File: config.mk
export PLATFORM = sky130hd
export DESIGN_NAME = sda_setup_hold_timer
export DESIGN_NICKNAME = d
export VERILOG_FILES = /design/src/rtl/sdat_pkg.sv /design/src/rtl/scl_sync_edge.sv /design/src/rtl/timing_profile.sv /design/src/rtl/sda_phase_fsm.sv /design/src/rtl/sda_setup_hold_timer.sv
export SDC_FILE = /design/constraint.sdc
export NUM_CORES = 1
export LEC_CHECK = 0
export ABC_AREA = 0
export BUFFER_PORTS_ARGS = -buffer_cell sky130_fd_sc_hd__clkbuf_2
export CAP_MARGIN = 20
export CELL_PAD_IN_SITES_DETAIL_PLACEMENT = 0
export CELL_PAD_IN_SITES_GLOBAL_PLACEMENT = 1
export CORE_MARGIN = 5
export CORE_UTILIZATION = 48
export DETAILED_ROUTE_END_ITERATION = 8
export HOLD_SLACK_MARGIN = 0.05
export PLACE_DENSITY = 0.82
export SLEW_MARGIN = 25
export SYNTH_ARGS = -nofsm -noshare
export SYNTH_HDL_FRONTEND = slang
export SYNTH_HIERARCHICAL = 1
export SYNTH_SLANG_ARGS = --single-unit
File: constraint.sdc
create_clock -name clk -period 4.1 [get_ports clk]
set_clock_uncertainty 0.1 [all_clocks]
set_input_delay 0 -clock clk [delete_from_list [all_inputs] [get_ports clk]]
set_output_delay 0 -clock clk [all_outputs]
set_load 0.02 [all_outputs]
File: src/rtl/sdat_pkg.sv
package sdat_pkg;
    typedef enum logic [2:0] {
        PH_HIGH     = 3'd0,
        PH_HOLD     = 3'd1,
        PH_WAIT_REL = 3'd2,
        PH_SETUP    = 3'd3,
        PH_READY    = 3'd4
    } phase_e;

    function automatic int unsigned max2(input int unsigned a, input int unsigned b);
        return (a > b) ? a : b;
    endfunction
endpackage

File: src/rtl/scl_sync_edge.sv
module scl_sync_edge (
    input  logic clk,
    input  logic rst_n,
    input  logic scl_raw,
    output logic scl_lvl,
    output logic scl_rise,
    output logic scl_fall
);
    typedef struct packed {
        logic s1;
        logic s2;
        logic prev;
    } sync_t;

    sync_t st_d, st_q;

    always_comb begin
        st_d      = st_q;
        st_d.s1   = scl_raw;
        st_d.s2   = st_q.s1;
        st_d.prev = st_q.s2;
    end

    always_ff @(posedge clk) begin
        if (!rst_n) st_q <= '{s1: 1'b1, s2: 1'b1, prev: 1'b1};
        else        st_q <= st_d;
    end

    assign scl_lvl  = st_q.s2;
    assign scl_rise = st_q.s2 & ~st_q.prev;
    assign scl_fall = ~st_q.s2 & st_q.prev;
endmodule

File: src/rtl/timing_profile.sv
module timing_profile #(
    parameter int unsigned HOLD_NORM   = 3,
    parameter int unsigned HOLD_EXT    = 12,
    parameter int unsigned SETUP_EXT   = 11,
    parameter int unsigned SETUP_SHORT = 1,
    parameter int unsigned FREE_CYCLES = 10,
    parameter int unsigned CNT_W       = 4
) (
    input  logic             clk,
    input  logic             rst_n,
    input  logic             scl_lvl,
    input  logic             ext_mode,
    output logic [CNT_W-1:0] hold_len,
    output logic [CNT_W-1:0] setup_plain,
    output logic [CNT_W-1:0] setup_gated,
    output logic             bus_idle,
    output logic             ext_active
);
    localparam int unsigned FREE_W   = $clog2(FREE_CYCLES + 1);
    localparam logic [FREE_W-1:0] FREE_LAST = FREE_W'(FREE_CYCLES - 1);

    typedef struct packed {
        logic [FREE_W-1:0] free_cnt;
        logic              ext;
    } prof_t;

    prof_t pr_d, pr_q;

    always_comb begin
        pr_d = pr_q;
        if (!scl_lvl) begin
            pr_d.free_cnt = '0;
        end else if (pr_q.free_cnt != FREE_LAST) begin
            pr_d.free_cnt = pr_q.free_cnt + FREE_W'(1);
        end
        if (bus_idle) pr_d.ext = ext_mode;
    end

    always_ff @(posedge clk) begin
        if (!rst_n) pr_q <= '{free_cnt: '0, ext: 1'b0};
        else        pr_q <= pr_d;
    end

    assign bus_idle    = scl_lvl && (pr_q.free_cnt == FREE_LAST);
    assign ext_active  = pr_q.ext;
    assign hold_len    = pr_q.ext ? CNT_W'(HOLD_EXT)  : CNT_W'(HOLD_NORM);
    assign setup_plain = pr_q.ext ? CNT_W'(SETUP_EXT) : CNT_W'(SETUP_SHORT);
    assign setup_gated = CNT_W'(SETUP_SHORT);
endmodule

File: src/rtl/sda_phase_fsm.sv
module sda_phase_fsm
    import sdat_pkg::*;
#(
    parameter int unsigned CNT_W = 4
) (
    input  logic             clk,
    input  logic             rst_n,
    input  logic             scl_rise,
    input  logic             scl_fall,
    input  logic [CNT_W-1:0] hold_len,
    input  logic [CNT_W-1:0] setup_plain,
    input  logic [CNT_W-1:0] setup_gated,
    input  logic             data_bit,
    input  logic             gated_bit,
    input  logic             sw_release,
    output logic             sda_drive,
    output logic             setup_ok,
    output phase_e           phase
);
    typedef struct packed {
        phase_e           ph;
        logic [CNT_W-1:0] cnt;
        logic             gated;
        logic             pend;
        logic             sda;
    } fsm_t;

    fsm_t fs_d, fs_q;
    logic released;

    assign released = fs_q.pend | sw_release;

    always_comb begin
        fs_d = fs_q;
        if (sw_release) fs_d.pend = 1'b1;

        if (scl_rise) begin
            fs_d.ph = PH_HIGH;
        end else if (scl_fall) begin
            fs_d.ph    = PH_HOLD;
            fs_d.cnt   = hold_len - CNT_W'(1);
            fs_d.gated = gated_bit;
        end else begin
            unique case (fs_q.ph)
                PH_HOLD: begin
                    if (fs_q.cnt != '0) begin
                        fs_d.cnt = fs_q.cnt - CNT_W'(1);
                    end else if (fs_q.gated && !released) begin
                        fs_d.ph = PH_WAIT_REL;
                    end else begin
                        fs_d.sda  = data_bit;
                        fs_d.pend = 1'b0;
                        fs_d.ph   = PH_SETUP;
                        fs_d.cnt  = (fs_q.gated ? setup_gated : setup_plain) - CNT_W'(1);
                    end
                end
                PH_WAIT_REL: begin
                    if (released) begin
                        fs_d.sda  = data_bit;
                        fs_d.pend = 1'b0;
                        fs_d.ph   = PH_SETUP;
                        fs_d.cnt  = setup_gated - CNT_W'(1);
                    end
                end
                PH_SETUP: begin
                    if (fs_q.cnt == '0) fs_d.ph = PH_READY;
                    else                fs_d.cnt = fs_q.cnt - CNT_W'(1);
                end
                default: ;
            endcase
        end
    end

    always_ff @(posedge clk) begin
        if (!rst_n) fs_q <= '{ph: PH_HIGH, cnt: '0, gated: 1'b0, pend: 1'b0, sda: 1'b1};
        else        fs_q <= fs_d;
    end

    assign sda_drive = fs_q.sda;
    assign setup_ok  = (fs_q.ph == PH_READY);
    assign phase     = fs_q.ph;
endmodule

File: src/rtl/sda_setup_hold_timer.sv
module sda_setup_hold_timer
    import sdat_pkg::*;
#(
    parameter int unsigned HOLD_NORM   = 3,
    parameter int unsigned HOLD_EXT    = 12,
    parameter int unsigned SETUP_EXT   = 11,
    parameter int unsigned SETUP_SHORT = 1,
    parameter int unsigned FREE_CYCLES = 10
) (
    input  logic clk,
    input  logic rst_n,
    input  logic scl_raw,
    input  logic ext_mode,
    input  logic data_bit,
    input  logic gated_bit,
    input  logic sw_release,
    output logic sda_drive,
    output logic setup_ok
);
    localparam int unsigned MAX_LEN = max2(max2(HOLD_NORM, HOLD_EXT), max2(SETUP_EXT, SETUP_SHORT));
    localparam int unsigned CNT_W   = $clog2(MAX_LEN + 1);

    logic             scl_lvl, scl_rise, scl_fall;
    logic [CNT_W-1:0] hold_len, setup_plain, setup_gated;
    logic             bus_idle, ext_active;
    phase_e           phase;

    scl_sync_edge u_sync (
        .clk      (clk),
        .rst_n    (rst_n),
        .scl_raw  (scl_raw),
        .scl_lvl  (scl_lvl),
        .scl_rise (scl_rise),
        .scl_fall (scl_fall)
    );

    timing_profile #(
        .HOLD_NORM   (HOLD_NORM),
        .HOLD_EXT    (HOLD_EXT),
        .SETUP_EXT   (SETUP_EXT),
        .SETUP_SHORT (SETUP_SHORT),
        .FREE_CYCLES (FREE_CYCLES),
        .CNT_W       (CNT_W)
    ) u_prof (
        .clk         (clk),
        .rst_n       (rst_n),
        .scl_lvl     (scl_lvl),
        .ext_mode    (ext_mode),
        .hold_len    (hold_len),
        .setup_plain (setup_plain),
        .setup_gated (setup_gated),
        .bus_idle    (bus_idle),
        .ext_active  (ext_active)
    );

    sda_phase_fsm #(
        .CNT_W (CNT_W)
    ) u_fsm (
        .clk         (clk),
        .rst_n       (rst_n),
        .scl_rise    (scl_rise),
        .scl_fall    (scl_fall),
        .hold_len    (hold_len),
        .setup_plain (setup_plain),
        .setup_gated (setup_gated),
        .data_bit    (data_bit),
        .gated_bit   (gated_bit),
        .sw_release  (sw_release),
        .sda_drive   (sda_drive),
        .setup_ok    (setup_ok),
        .phase       (phase)
    );
endmodule

# --- Word level (Yosys, flattened, before mapping) ---
# Cells that the tools add are included.
classes:
  eq_ne: 15
  reduce_logical: 16
  shifts: 0
  multipliers: 0
  div: 0
  n_mux: 19
  n_bitwise: 8
  magnitude_cmp: 0
  addsub: 4
op_table:
  columns: ["op", "n"]
  rows:
  - ["4-bit 2-to-1 mux", 6]
  - ["7-bit one-hot mux with 3 select lines", 1]
  - ["4-bit by 1-bit subtractor with 4-bit output (second input constant)", 3]
  - ["2-bit 2-to-1 mux", 5]
  - ["4-bit AND reduction", 2]
  - ["4-bit nonzero test", 2]
  - ["7-bit 2-to-1 mux", 1]
  - ["3-bit by 2-bit == test with 1-bit output (second input constant)", 2]
  - ["3-bit 2-to-1 mux", 2]
  - ["3-bit by 2-bit != test with 1-bit output (second input constant)", 2]
  - ["3-bit != test (second input constant)", 2]
  - ["6-bit AND reduction", 1]
  - ["5-bit 2-to-1 mux", 1]
  - ["1-bit inverter", 5]
  - ["5-bit AND reduction", 1]
  - ["4-bit by 1-bit adder with 4-bit output (second input constant)", 1]
  - ["4-bit == test (second input constant)", 1]
  - ["4-bit zero test", 1]
  - ["2-bit by 1-bit != test with 1-bit output (second input constant)", 2]
  - ["2-bit != test (second input constant)", 2]
  - ["4-bit by 3-bit != test with 1-bit output (second input constant)", 1]
  - ["4-bit != test (second input constant)", 1]
  - ["2-bit one-hot mux with 2 select lines", 1]
  - ["2-bit AND reduction", 2]
  - ["other kinds (11)", 14]
word_totals:
  romBits: 0
  memories: 0
  latchBits: 0
  in_bits: 7
  ramBits: 0
  register_bits: 18

# --- Depth between registers and ports, before layout ---
# Gate-level depths: netlist of the first run.
depth:
  ltp_word: 8
  depth_mapped: 8
  mapped_depth_nobuf: 7

# --- Cells and area by module ---
# Netlist of the first run, hierarchy kept.
modules_own_cells:
  columns: ["module", "area_per_inst_um2", "instances", "seq_area_each_um2", "cells_per_inst"]
  rows:
  - ["sda_phase_fsm", 927.1, 1, 200.2, 118]
  - ["timing_profile", 362.8, 1, 100.1, 42]
  - ["scl_sync_edge", 91.3, 1, 60.1, 8]

# --- Least setup slack after synthesis of the first run ---
# No wires, ideal clock.
synth_timing:
  path_type: "register to register"
  start: "reg u_fsm/fs_q[3] (netlist bit)"
  end: "reg u_fsm/fs_q[3] (netlist bit)"
  path_slack_ns: 2.305
  t_required_ns: 3.873
  period_less_slack_ns: 1.795
  setup_ns: 0.127
  stages_incl_launch_ff: 8
  arrival_ns: 1.568
  path_cell_list: "dfxtp_1 > inv_1 > ha_1 > nor3b_2 > o21a_4 > o41ai_4 > nand2b_1 > a31oi_1"
synth_via:
  elab_chain_len: 4
  elab_cells_between_ends: 10
  classes_between: "add/sub (1); eq/ne (2); mux (4); reduce/logical (3)"
synth_lines:
  columns: ["item", "line", "rtl"]
  rows:
  - ["start: declaration", "sda_phase_fsm.sv:28", "fsm_t fs_d, fs_q;"]
  - ["start signal: assignment", "sda_phase_fsm.sv:75", "if (!rst_n) fs_q <= '{ph: PH_HIGH, cnt: '0, gated: 1'b0, pend: 1'b0, sda: 1'b1};"]
  - ["start signal: assignment", "sda_phase_fsm.sv:76", "else fs_q <= fs_d;"]
  - ["4-bit by 1-bit subtractor with 4-bit output / 4-bit nonzero test (equally long branches)", "sda_phase_fsm.sv:47, sda_phase_fsm.sv:67, sda_phase_fsm.sv:46", null]
  - ["4-bit 2-to-1 mux (on tied branches)", "sda_phase_fsm.sv:66, sda_phase_fsm.sv:46", null]
  - ["7-bit one-hot mux with 3 select lines", "sda_phase_fsm.sv:44", "unique case (fs_q.ph)"]
  - ["5-bit 2-to-1 mux", "sda_phase_fsm.sv:39", "end else if (scl_fall) begin"]
# Several ways; a longest one is shown, not always the timed one. The select of a mux whose other input is x is not followed.
# A chain may end at the register's enable or synchronous reset.

# --- Worst setup path after layout of the first run ---
layout_timing:
  start: "reg u_fsm/fs_q[3] (netlist bit)"
  end: "reg u_fsm.fs_q, in the netlist u_fsm/sda_drive"
layout_via:
  elab_chain_len: 3
layout_lines:
  columns: ["item", "line", "rtl"]
  rows:
  - ["4-bit nonzero test", "sda_phase_fsm.sv:46", "if (fs_q.cnt != '0) begin"]
  - ["2-bit != test (no source line)", null, null]
  - ["6-bit AND reduction (no source line)", null, null]
# Every way passes these cells.

==> metrics.yaml, run 1 <==
run_status: "finished clean"
setup_ws_ns: 1.80
syn_area_per_cell_um2: 8.24
maxCapViolCount: 0
vias_per_cell: 5.50
regArea_um2: 360
min_to: "u_fsm/fs_q[1]"
cts_made_buffers: 3
nets: 184
grt_usage: 0.138
io_pins: 9
r2r_cells: 8
combPwrFrac: 0.310
clock_sinks: 18
cts_setup_buffers: 0
drv_slew: 0
dpl.hpwl_um: 1940
crit_arrival_ns: 2.40
cp-end-kind: "register"
overflow: 0
die_w_um: 63.2
drive_above_1_share: 0.112
gp_congestion: 0.866
worst_ep_required_time_ns: 4.20
drtIter0Drc: 26
drt-total-wl_um: 2620
peakVddDrop_mv: 0.224
max_freq_mhz: 434
slew_headroom: 0.627
setup_tns_ns: 0
clk_path_buf_depth: 2
busiest_layer: "met2"
place_ws_ns: 2.08
pwr-share-seq: 0.451
hold_path_class: "input pin to register"
die-height_um: 63.2
n_antenna_cell: 0
num_rows: 19
rrSetupSlack_ns: 1.80
hold_viol_final: 0
first_pass_iters: 4
htreeDepth: 1
internal_power_mw: 0.314
clk_latency_ns: 0.30
rsz0062_at_grt: "no"
yosys_warnings: 6
multiInputGateArea_um2: 845
reg2reg_from: "u_fsm/fs_q[3]"
r2r-end: "u_fsm/sda_drive"
core-area_mm2: 0.00273
min_from: "sw_release"
finalSetupViolations: 0
leakage_nw: 0.591
route.detailed.drc: 0
wl_per_cell_um: 13.0
fillers: 262
ant_nets: 0
p_switching_mw: 0.153
synth_area_mm2: 0.00136
grtUsageMet3: 0.0231
port_buffers: 8
cp-start-kind: "register"
hold_depth: 3
tightestPinTransition_ns: 0.558
p_sw_frac: 0.328
grt_use_met2: 0.235
grt_max_degree: 21
grt_util_met1: 0.168
syn_inst: 165
fin_util: 0.526
start_util: 0.497
die-area_mm2: 0.00399
clk_pin_slew_ns: 0.11
fin_crit_ns: 2.30
clock-root-buffer: "clkbuf_4"
period_share: 0.562
grt_pass1_wl_um: 4510
pwr-share-clk: 0.239
critical_path_class: "register to register"
powerDensity_mw_per_mm2: 324
grt_pass1_vias: 1075
antenna_found_initial: 0
cts_tree: "built"
vias: 1105
syn_to_final_growth_pct: 5.89
crit_fanout: 5
==> cell usage in the layout (no fill, tap or decap), types with 2 or more instances in the layout <==
| cell type | instances |
|---|---|
| clkbuf_4 | 3 |
| ha_1 | 6 |
| nor3_1 | 9 |
| o22ai_1 | 2 |
| xnor2_1 | 3 |
| or3_1 | 2 |
| a21oi_1 | 9 |
| a211oi_1 | 2 |
| nand2_1 | 12 |
| nor2b_1 | 3 |
| nand3_1 | 8 |
| o31ai_1 | 2 |
| dlygate4sd3_1 | 7 |
| mux2i_1 | 8 |
| conb_1 | 6 |
| nand2b_1 | 6 |
| xor2_1 | 4 |
| nor2_1 | 6 |
| inv_1 | 12 |
| dfxtp_1 | 18 |
| o21ai_0 | 3 |
| nand3b_1 | 5 |
| a2111oi_0 | 2 |
| clkbuf_2 | 8 |
==> how the worst max path moves through the flow <==
stage	from	end	slack, ns
2_1_floorplan	u_fsm/fs_q[3]	u_fsm/fs_q[3]	2.31
3_3_place_gp	u_fsm/fs_q[3]	u_fsm/fs_q[3]	2.11
3_5_place_dp	u_fsm/fs_q[3]	u_fsm/fs_q[3]	2.08
4_1_cts	u_fsm/fs_q[3]	u_fsm/sda_drive	1.80
5_1_grt	u_sync/scl_lvl	u_fsm/sda_drive	1.69
6_report	u_fsm/fs_q[3]	u_fsm/sda_drive	1.80
==> power groups by stage <==
stage          combinational [mW]  clock, mW  sequential (mW)
2_1_floorplan               0.123          0            0.205
3_3_place_gp                0.134          0            0.213
3_5_place_dp                0.136          0            0.214
4_1_cts                     0.143      0.116            0.210
5_1_grt                     0.161      0.125            0.214
6_report                    0.144      0.112            0.211
==> metrics by stage <==
stage | cell area (µm²) | hold WS (ns) | power [mW] | std cells
2_1_floorplan | 1370 | -0.0270 | 0.328 | 169
3_3_place_gp | 1330 | 0.0858 | 0.348 | 190
6_report | 1440 | 0.0787 | 0.467 | 201
3_5_place_dp | 1330 | 0.0900 | 0.350 | 190
5_1_grt | 1440 | 0.0904 | 0.500 | 201
4_1_cts | 1440 | 0.0725 | 0.469 | 201
==> layout make-up <==
type,instances,share of cell area
clock buffers,4,0.0252
repair buffers,15,0.0765
flip-flops and latches,18,0.250
well taps,31,0.0270
multi-input cells,120,0.587
inverters,13,0.0339
==> per-layer routing <==
metal / vias to the layer above / routed length, µm
met4: 0 / 44
met1: 510 / 1270
met5: - / 0
li1: 577 / -
met3: 4 / 65
met2: 14 / 1240
==> state kept, by name, indices dropped and copies added (netlist names) <==
| name | count |
|---|---|
| u_fsm/phase | 3 |
| u_prof/pr_q | 4 |
| u_fsm/fs_q | 6 |
| u_prof/ext_active | 1 |
| u_fsm/sda_drive | 1 |
| u_sync/st_d | 1 |
| u_sync/scl_lvl | 1 |
| u_sync/st_q | 1 |
==> critical path: stages (launching register included) <==
cell	delay (ns)
dfxtp_1	0.37
inv_1	0.07
ha_1	0.23
nand4bb_1	0.21
o21ai_0	0.21
nand3_1	0.14
o21ai_0	0.19
o311ai_1	0.11
dlygate4sd3_1	0.58
==> timing repair <==
item                                   in CTS  in global routing
gates resized for setup                     0                  0
endpoints found under the hold margin       6                  0
hold buffers                                7                  0
(Power assumes the default switching activity.)
==> run 2, diff against run 1 <==
- CORE_UTILIZATION: 48 -> 45
- PLACE_DENSITY: 0.82 -> 0.77
- clock period: 4.1 -> 2.26 ns (I/O delays scaled with it)
==> run 2 against run 1 <==
Effect of this change:
- power grew 73%
- largest power group unchanged
- worst hold slack gained 0.0088 ns
- largest cell class unchanged
- maximum frequency grew 17%
- clock-buffer cell count shrank 1
- critical path type unchanged
==> metrics.yaml, run 2 (synthesis results as in run 1) <==
die-area_mm2: 0.00422
grt_max_degree: 21
finalSetupViolations: 0
drive_above_1_share: 0.123
cpPeakStageDelay_ns: 0.45
run_status: "finished clean"
nets: 186
peakVddDrop_mv: 0.378
clk_latency_ns: 0.29
grt_pass1_wl_um: 4820
period_share: 0.875
gp_congestion: 0.824
n_antenna_cell: 0
hold_viol_final: 0
regArea_um2: 360
die-height_um: 65.0
placed_area_mm2: 0.00136
worst_ep_required_time_ns: 2.34
htreeDepth: 1
cts_tree: "built"
critical_path_class: "register to register"
start_util: 0.456
powerDensity_mw_per_mm2: 560
final_common_cell: "dfxtp_1"
vias_per_cell: 5.50
largest_reg_flops: 6
crit_arrival_ns: 2.06
critPathTopFamily: "compound AO/OA/AOI/OAI gates"
layout_common_cells: "dfxtp_1 (18), inv_1 (12), nand2_1 (12)"
crit_fanout: 7
fillers: 287
clk_pin_slew_ns: 0.10
power_mw: 0.807
vias: 1121
maxCapViolCount: 0
first_pass_iters: 4
core-area_mm2: 0.00298
antenna_found_initial: 0
dpl.hpwl_um: 2050
leakage_nw: 0.597
ant_nets: 0
grt_usage: 0.142
route.detailed.drc: 0
drv_slew: 0
port_buffers: 8
top_register: "u_fsm/fs_q"
cp-end-kind: "register"
final_area_mm2: 0.00144
cp-start-kind: "register"
fin_crit_ns: 1.98
multiInputGateArea_um2: 845
grt_pass1_vias: 1147
clock-root-buffer: "clkbuf_4"
rsz0062_at_grt: "no"
hold_path_class: "input pin to register"
clk_path_buf_depth: 2
wl_per_cell_um: 12.9
die_w_um: 65.0
cts_made_buffers: 3
crit_slowest_cell: "o41ai_4"
critical_path_buf_inv_count: 1
io_pins: 9
overflow: 0
setup_tns_ns: 0
crit_path_cell_trace: "inv_1 -> ha_1 -> nor3b_2 -> o21a_4 -> o41ai_4 -> nand2b_1 -> a31oi_1"
clock_sinks: 18
max_freq_mhz: 506
syn_to_final_growth_pct: 5.99
num_rows: 20
drt-total-wl_um: 2640
drtIter0Drc: 25
==> run 2: cell types whose count changed in the layout (fill, tap and decap cells not counted) <==
| cell | delta |
|---|---|
| dlygate4sd3_1 | -1 |
| buf_4 | +3 |
| clkbuf_8 | -1 |
==> run 2: worst min-delay path: stages <==
cell and delay, ns:
clkbuf_2 0.11, or2_1 0.17, and3_1 0.16
==> run 2: layer usage <==
metal,track usage,wire length (µm),vias to the layer above
met2,0.243,1260,14
met5,0,0,-
met3,0.0208,56,4
met1,0.181,1280,523
met4,0.0475,38,0
li1,-,-,580
==> run 2: report_power, final <==
part | internal (mW) | switching, mW | total, mW
clock network | 0.0619 | 0.0988 | 0.161
registers | 0.344 | 0.0336 | 0.377
logic | 0.127 | 0.142 | 0.269
==> run 2: timing repair <==
item / CTS / global route
hold buffers: 6 / 0
gates resized for setup: 0 / 0
setup buffers: 0 / 0
hold endpoints to repair: 5 / 0
==> run 2: final timing paths <==
| kind | start | endpoint | slack (ns) | depth (start not counted) |
|---|---|---|---|---|
| hold / removal | sw_release | u_fsm/fs_q[1] | 0.09 | 3 |
| setup / recovery | u_fsm/fs_q[3] | u_fsm/fs_q[3] | 0.28 | 7 |
| hold reg to reg | u_sync/st_d[1] | u_sync/scl_lvl | 0.33 | 1 |
| setup reg to reg | u_fsm/fs_q[3] | u_fsm/fs_q[3] | 0.28 | 7 |
==> run 2: cell type report <==
| class | instances | area share |
|---|---|---|
| Clock buffer | 3 | 0.0156 |
| Sequential cell | 18 | 0.250 |
| Multi-Input combinational cell | 120 | 0.586 |
| Inverter | 13 | 0.0339 |
| Timing Repair Buffer | 17 | 0.0851 |
| Tap cell | 33 | 0.0287 |
==> run 2: metrics by stage <==
step | worst slack, ns | utilization | hold WS (ns) | instances
final | 0.282 | 0.484 | 0.0875 | 204
after floorplan | 0.465 | - | -0.0270 | 169
after global placement | 0.352 | 0.456 | 0.0836 | 195
after detailed placement | 0.309 | 0.456 | 0.0866 | 195
after CTS | 0.289 | 0.484 | 0.0838 | 204
after global routing | 0.107 | 0.484 | 0.101 | 204
==> run 3, diff against run 2 <==
- PLACE_DENSITY: 0.77 -> 0.84
- TNS_END_PERCENT: not set -> 50
==> run 3 against run 2 <==
Effect of this change:
- core utilization increased by 0.21 points
- maximum frequency decreased by 4.0%
- first-iteration DRC count increased to 3.7 times the previous value
- largest power group unchanged
==> metrics.yaml, run 3 (synthesis results as in run 1) <==
fin_crit_ns: 2.06
n_antenna_cell: 0
final_area_mm2: 0.00145
peakVddDrop_mv: 0.298
cp-start-kind: "register"
rsz0062_at_grt: "no"
max_freq_mhz: 486
die_w_um: 65.0
final_common_cell: "dfxtp_1"
top_layer: "met4"
antenna_found_initial: 0
cts_tree: "built"
largest_reg_flops: 6
clk_latency_ns: 0.31
hold_path_class: "input pin to register"
finalSetupViolations: 0
core-area_mm2: 0.00298
cp-end-kind: "register"
route.detailed.drc: 0
grt_max_degree: 21
leakage_nw: 0.599
stdcell_count: 204
overflow: 0
grt_usage: 0.138
critical_path_class: "register to register"
period_share: 0.911
hold_viol_final: 0
die-height_um: 65.0
num_rows: 20
clk_path_buf_depth: 2
nets: 185
setup_tns_ns: 0
gp_congestion: 0.789
placed_area_mm2: 0.00135
drt-total-wl_um: 2750
grt_pass1_wl_um: 4630
clock-root-buffer: "clkbuf_4"
wl_met3_um: 103
cts_resized: 0
syn_to_final_growth_pct: 6.45
first_pass_iters: 4
die-area_mm2: 0.00422
top_register: "u_fsm/fs_q"
drive_above_1_share: 0.123
drtIter0Drc: 93
grt_pass1_vias: 1076
port_buffers: 8
io_pins: 9
wl_per_cell_um: 13.5
met1_length_um: 1190
ant_nets: 0
layout_common_cells: "dfxtp_1 (18), inv_1 (12), nand2_1 (12)"
crit_arrival_ns: 2.20
dpl.hpwl_um: 2120
vias: 1128
dp_cells: 194
worst_ep_required_time_ns: 2.40
met2_length_um: 1420
start_util: 0.456
clk_pin_slew_ns: 0.12
drv_slew: 0
maxCapViolCount: 0
clock_sinks: 18
power_mw: 0.855
powerDensity_mw_per_mm2: 591
crit_fanout: 7
vias_per_cell: 5.53
cts_made_buffers: 3
htreeDepth: 1
run_status: "finished clean"
run 3: changes by cell type in the layout (fill, tap and decap cells not counted), sizes merged:
cell,previous run,this run
buf,3,2
clkbuf,11,12
run 3: final timing paths:
check / startpoint / end / slack, ns / cells after the start
worst min register to register: u_sync/st_d[1] / u_sync/scl_lvl / 0.33 / 1
worst max-delay path: u_fsm/fs_q[3] / u_fsm/fs_q[6] / 0.20 / 7
worst min-delay path: sw_release / u_fsm/fs_q[1] / 0.05 / 3
worst max register to register: u_fsm/fs_q[3] / u_fsm/fs_q[6] / 0.20 / 7
run 3: layout make-up:
type	instances	area, µm²
repair buffers	16	115
well taps	33	41.3
clock buffers	4	36.3
multi-input cells	120	845
flip-flops and latches	18	360
inverters	13	48.8
fillers	310	1530
run 3: critical path: stages, from the launching register on:
cell     delay, ns
dfxtp_1       0.42
inv_1         0.06
ha_1          0.25
nor3b_2       0.21
o21a_4        0.15
o41ai_4       0.45
nand3_1       0.16
o22ai_1       0.17
run 3: metal layers:
layer  GRT usage  up-vias
met5           0        -
met4      0.0475        0
met1       0.156      528
met3      0.0260        4
met2       0.257       20
li1            -      576
run 3: report_power, final:
part | total [mW] | switching (mW) | internal (mW)
Sequential | 0.380 | 0.0362 | 0.344
Combinational | 0.264 | 0.139 | 0.125
Clock | 0.211 | 0.113 | 0.0984
run 3: what timing repair did:
item / CTS / global route
setup buffers: 0 / 0
hold endpoints to repair: 6 / 0
hold buffers: 6 / 0
run 3: through the flow:
step	hold slack (ns)	setup slack (ns)	utilization
6_report	0.0501	0.201	0.486
5_1_grt	0.0738	0.0448	0.486
4_1_cts	0.0590	0.187	0.486
3_5_place_dp	0.0956	0.216	0.453
3_3_place_gp	0.0882	0.213	0.453
2_1_floorplan	-0.0270	0.465	-
